### src/rtl/dpc_pkg.sv
package dpc_pkg;
  typedef enum logic [1:0] {
    STEP_HOLD = 2'd0,
    STEP_UP   = 2'd1,
    STEP_DOWN = 2'd2
  } dpc_step_e;
endpackage

### src/rtl/dpc_sync.sv
module dpc_sync #(
  parameter int STAGES   = 2,
  parameter bit IDLE_VAL = 1'b1
) (
  input  logic clk,
  input  logic rst,
  input  logic d,
  output logic q
);
  logic [STAGES-1:0] chain;

  always_ff @(posedge clk) begin
    if (rst) chain <= {STAGES{IDLE_VAL}};
    else     chain <= {chain[STAGES-2:0], d};
  end

  assign q = chain[STAGES-1];
endmodule

### src/rtl/dpc_qualify.sv
module dpc_qualify
  import dpc_pkg::*;
(
  input  logic      clk,
  input  logic      rst,
  input  logic      up_s,
  input  logic      dn_s,
  output dpc_step_e step
);
  logic up_prev, dn_prev;

  always_ff @(posedge clk) begin
    if (rst) begin
      up_prev <= 1'b1;
      dn_prev <= 1'b1;
    end else begin
      up_prev <= up_s;
      dn_prev <= dn_s;
    end
  end

  // an edge counts only if the other strobe rested high in the previous sample
  always_comb begin
    step = STEP_HOLD;
    if (up_s && !up_prev && dn_prev)      step = STEP_UP;
    else if (dn_s && !dn_prev && up_prev) step = STEP_DOWN;
  end
endmodule

### src/rtl/dpc_core.sv
module dpc_core
  import dpc_pkg::*;
#(
  parameter int WIDTH = 4
) (
  input  logic             clk,
  input  logic             rst,
  input  logic             clr,
  input  logic             load_n,
  input  logic [WIDTH-1:0] data,
  input  dpc_step_e        step,
  output logic [WIDTH-1:0] cnt
);
  always_ff @(posedge clk) begin
    if (rst || clr)  cnt <= '0;
    else if (!load_n) cnt <= data;
    else begin
      case (step)
        STEP_UP:   cnt <= cnt + 1'b1;
        STEP_DOWN: cnt <= cnt - 1'b1;
        default:   cnt <= cnt;
      endcase
    end
  end
endmodule

### src/rtl/dual_pulse_counter.sv
module dual_pulse_counter
  import dpc_pkg::*;
#(
  parameter int WIDTH       = 4,
  parameter int SYNC_STAGES = 2
) (
  input  logic             clk,
  input  logic             rst,
  input  logic             up_in,
  input  logic             down_in,
  input  logic             clr,
  input  logic             load_n,
  input  logic [WIDTH-1:0] data_in,
  output logic [WIDTH-1:0] count_o,
  output logic             carry_n,
  output logic             borrow_n
);
  localparam logic [WIDTH-1:0] TOP_VAL = {WIDTH{1'b1}};
  localparam int NCH = 2;

  logic [NCH-1:0] raw, synced;
  dpc_step_e      step;

  assign raw = {down_in, up_in};

  for (genvar g = 0; g < NCH; g++) begin : g_sync
    dpc_sync #(.STAGES(SYNC_STAGES), .IDLE_VAL(1'b1)) u_sync (
      .clk(clk), .rst(rst), .d(raw[g]), .q(synced[g])
    );
  end

  dpc_qualify u_qual (
    .clk(clk), .rst(rst), .up_s(synced[0]), .dn_s(synced[1]), .step(step)
  );

  dpc_core #(.WIDTH(WIDTH)) u_core (
    .clk(clk), .rst(rst), .clr(clr), .load_n(load_n),
    .data(data_in), .step(step), .cnt(count_o)
  );

  // terminal outputs: decoded from flops only, gated by the synchronized strobe
  assign carry_n  = ~((count_o == TOP_VAL) & ~synced[0]);
  assign borrow_n = ~((count_o == '0)      & ~synced[1]);
endmodule

### config.mk
export PLATFORM = sky130hd
export DESIGN_NAME = dual_pulse_counter
export DESIGN_NICKNAME = d
export VERILOG_FILES = /design/src/rtl/dpc_pkg.sv /design/src/rtl/dpc_sync.sv /design/src/rtl/dpc_qualify.sv /design/src/rtl/dpc_core.sv /design/src/rtl/dual_pulse_counter.sv
export SDC_FILE = /design/constraint.sdc
export NUM_CORES = 1
export LEC_CHECK = 0
export BUFFER_PORTS_ARGS = -buffer_cell sky130_fd_sc_hd__buf_2
export CORE_UTILIZATION = 40
export CTS_BUF_LIST = sky130_fd_sc_hd__clkbuf_8
export CTS_CLUSTER_DIAMETER = 60
export CTS_CLUSTER_SIZE = 20
export DETAILED_ROUTE_END_ITERATION = 16
export PLACE_DENSITY = 0.71
export SLEW_MARGIN = 20
export SYNTH_ARGS = -nofsm -noshare
export SYNTH_HDL_FRONTEND = slang
export SYNTH_SLANG_ARGS = --single-unit
### constraint.sdc
create_clock -name clk -period 2 [get_ports clk]
set_input_delay 0.1 -clock clk [delete_from_list [all_inputs] [get_ports clk]]
set_output_delay 0.1 -clock clk [all_outputs]
set_load 0.02 [all_outputs]
==> results list <==
- Fraction of layout instances using a drive strength above 1: 38.0%
* GRT overflow: 0
* Worst endpoint data arrival time: 1.84 ns
* Gr usage total: 19.2%
* Top achievable clock speed: 0.579 GHz
- Total negative slack for setup checks: 0 ns
- Deepest level of the CTS H-tree: 1
* Sequential fraction of the synthesis area: 37.8%
* Global routing's busiest layer: met2
* Synth Warn #: 0
* Per-cell via count in the routed design: 5.08
- Final hold analysis gives a worst-case slack of 0.0365 ns.
* DRC viols: 0
* Net switching power: 0.120 mW
- TritonCTS built the clock tree.
- Across all layers, the routed design uses 432 vias.
- Maximum buffer depth of the clock tree: 2
- VDD sags by at most 0.000474 V.
- The first global-routing pass estimated 1800 µm of wire.
* Iter 0 DRT Violations: 7
* Required time at the endpoint of the critical path: 2.12 ns
- STA classifies the critical path startpoint as a flip-flop.
- The number of antenna violations at the first check in global routing was 0.
- Once the floorplan was initialized, standard cells occupied 45.2% of the core.
- The number of global-route vias before repair came to 415.
- Setup repair after global routing left no endpoint under its margin.
- Post-detailed-routing wire length: 999 µm
- Global routing used 28.4% of the available met2 tracks.
* Mapped cell area: 529 µm²
- Class of the most critical hold timing path: in -> reg
* Post-CTS Setup Inserts: 0
- Hold-fix buffers at CTS: 0
- Flops & latches, synth: 10
* Root buffer cell: clkbuf_8
- The area growth from synthesis to layout is 25.8%.
* Max Cap Violations: 0
- Least-Margin Pin Slew: 0.253 ns
- The worst setup path is of the reg -> reg kind.
- Reg2reg start: u_qual.dn_prev
- Reg power frac: 40.9%
- The clock network burns 49.4% of the power.
* Number of distinct standard cells referenced by the synthesized netlist: 29
* PostCTS Resize Cnt: 0
- Synthesized area divided by synthesized cell count: 9.99 µm²
* Power per cell area: 789 mW/mm²
- In this run the worst path has a maximum fanout of 4.
- Final layout net count: 85
- Global routing used 5.23% of the available met3 tracks.
- Area of the core: 0.00117 mm²
* Antenna cells: 0
* Maximum number of pins on one net before global-route repair: 10
- # setup viols final: 0
- Counting every net in the synthesized netlist gives 66.
* Cell taking the most area after synthesis: dfxtp_1
- Post-DRT Antenna Nets: 0
* Hold_sp: up_in
* Met1 layer usage reported by global route: 23.0%
* Flop2flop setup slack: 0.27 ns
- The internal portion of the total power is 0.405 mW.
- Timing startpoint of the critical path: u_qual.dn_prev
- Area share of the largest cell type after synthesis: 37.8%
* Final number of max-transition violations: 0
- Detailed Routing Iterations Pass 1: 2
- On the final layout, the worst clock skew is 0.00694 ns.
- Combinational logic is responsible for 9.7% of the overall power.
* Dpl hpwl: 721 µm
- Share of the cycle needed by the critical path after routing: 86.3%
- The worst register-to-register path ends at u_core.cnt[3].
* Cells after synthesis: 53
- After clock tree synthesis, the clock-pin slew on the worst setup and hold paths is 0.05 ns.
- Net switching fraction of the power: 22.9%
- Last element of the critical path: u_core.cnt[3]
- TritonCTS Buffers: 3
- Leakage power summed over all cells: 0.288 nW
- The worst setup path is captured at a flip-flop.
* Final GP Congestion: 0.698
* Final Critical Period: 1.73 ns
- Hold violation count in the final report: 0
- Die span in x: 38.4 µm
- The floorplan step defined a die boundary enclosing 0.00147 mm².
- CTS saw 10 sinks.
* Later-pin clock latency in the skew report: 0.24 ns
- Result of the run: finished clean
* Top area cells in the synthesized netlist: dfxtp_1 38%, ha_1 4.7%, or2_1 4.7%
- Slew HR: 83.1%
* Worst-case reg-to-reg path depth: 7
* Num ports: 16
* Wire per inst: 11.8 µm
* Port Buffers: 15
* Vertical extent of the die: 38.4 µm
- The floorplan has 12 rows.
-- metal layers --
layer	wire length [µm]	share of wire (%)
met1	475	48
met2	461	46
met3	40	4.0
met4	21	2.1
met5	0	0
-- final cells by class --
type | instances | area (µm²)
Fill cell | 105 | 505
Multi-Input combinational cell | 39 | 307
Sequential cell | 10 | 200
Timing Repair Buffer | 15 | 75.1
Clock buffer | 4 | 55.1
Tap cell | 14 | 17.5
Inverter | 3 | 11.3
-- per-stage QoR --
| step | utilization [%] | total power, mW | instances | worst slack [ns] | instance area (µm²) |
|---|---|---|---|---|---|
| final | 56.8 | 0.525 | 85 | 0.273 | 666 |
| after global routing | 56.8 | 0.551 | 85 | 0.178 | 666 |
| after CTS | 56.8 | 0.528 | 85 | 0.260 | 666 |
| after detailed placement | 52.1 | 0.269 | 81 | 0.272 | 611 |
| after global placement | 52.1 | 0.268 | 81 | 0.297 | 611 |
| after floorplan | - | 0.251 | 53 | 0.387 | 529 |
-- sequential cells by signal, summed over array words and instances, names as in the netlist --
signal / flops
g_sync.u_sync.chain: 4
u_core.cnt: 4
u_qual.dn_prev: 1
u_qual.up_prev: 1
-- cell usage in the layout (no fill, tap or decap), types with 2 or more instances in the layout --
cell | netlist | layout
a21oi_1 | 2 | 2
buf_2 | 0 | 15
clkbuf_8 | 0 | 4
dfxtp_1 | 10 | 10
ha_1 | 2 | 2
inv_1 | 3 | 3
nand2_1 | 4 | 4
nand3b_1 | 2 | 2
nand4_1 | 2 | 2
o21ai_1 | 2 | 2
or2_1 | 4 | 4
or2_2 | 2 | 2
xnor2_1 | 2 | 2
-- worst min-delay path by stage --
| stage | endpoint | slack, ns | cells after the start |
|---|---|---|---|
| 2_1_floorplan | g_sync[0].u_sync.chain[0] | 0.20 | 1 |
| 3_3_place_gp | g_sync[1].u_sync.chain[0] | 0.28 | 2 |
| 3_5_place_dp | g_sync[0].u_sync.chain[0] | 0.28 | 2 |
| 4_1_cts | g_sync[0].u_sync.chain[0] | 0.03 | 2 |
| 5_1_grt | g_sync[0].u_sync.chain[0] | 0.04 | 2 |
| 6_report | g_sync[0].u_sync.chain[0] | 0.04 | 2 |
-- critical path, stage by stage, from the launching register on --
cell	delay, ns
dfxtp_1	0.34
nand3b_4	0.17
inv_1	0.08
ha_1	0.27
a21o_1	0.19
a21oi_2	0.16
a21oi_1	0.05
or3_1	0.36
-- logic make-up (layout without fill, tap and decap cells) --
group | count (synthesis) | count (layout) | share of synthesized area [%]
XOR/XNOR | 2 | 2 | 3.31
AND/OR/NAND/NOR | 24 | 24 | 32.9
flip-flops | 10 | 10 | 37.8
buffers and inverters | 4 | 22 | 4.26
multiplexers | 2 | 2 | 4.02
AO/OA/AOI/OAI | 8 | 8 | 9.22
adder cells (fa/ha/maj) | 3 | 3 | 8.51
-- power groups by stage --
stage / Combinational [mW] / Sequential, mW / Clock, mW
floorplan: 0.0294 / 0.222 / 0
global placement: 0.0491 / 0.219 / 0
detailed placement: 0.0504 / 0.219 / 0
CTS: 0.0511 / 0.215 / 0.262
global route: 0.0575 / 0.216 / 0.277
finish: 0.0507 / 0.215 / 0.260
-- cell usage after synthesis --
| master | number |
|---|---|
| or2_1 | 4 |
| xnor2_1 | 2 |
| nand2b_1 | 1 |
| nand3b_2 | 1 |
| nor4b_1 | 1 |
| a21oi_1 | 2 |
| or3_1 | 1 |
| nand2_2 | 1 |
| buf_6 | 1 |
| nor2_2 | 1 |
| nand2_1 | 4 |
| inv_1 | 3 |
| nand4_1 | 2 |
| mux2i_1 | 1 |
| nand3b_4 | 1 |
| nand3b_1 | 2 |
| dfxtp_1 | 10 |
| nor4_1 | 1 |
| o21ai_0 | 1 |
| mux2_1 | 1 |
| a21boi_1 | 1 |
| or2_2 | 2 |
| or4_1 | 1 |
| nor4b_2 | 1 |
| o21ai_1 | 2 |
| a21oi_2 | 1 |
| a21o_1 | 1 |
| ha_1 | 2 |
| fa_1 | 1 |
(Power assumes the default switching activity.)
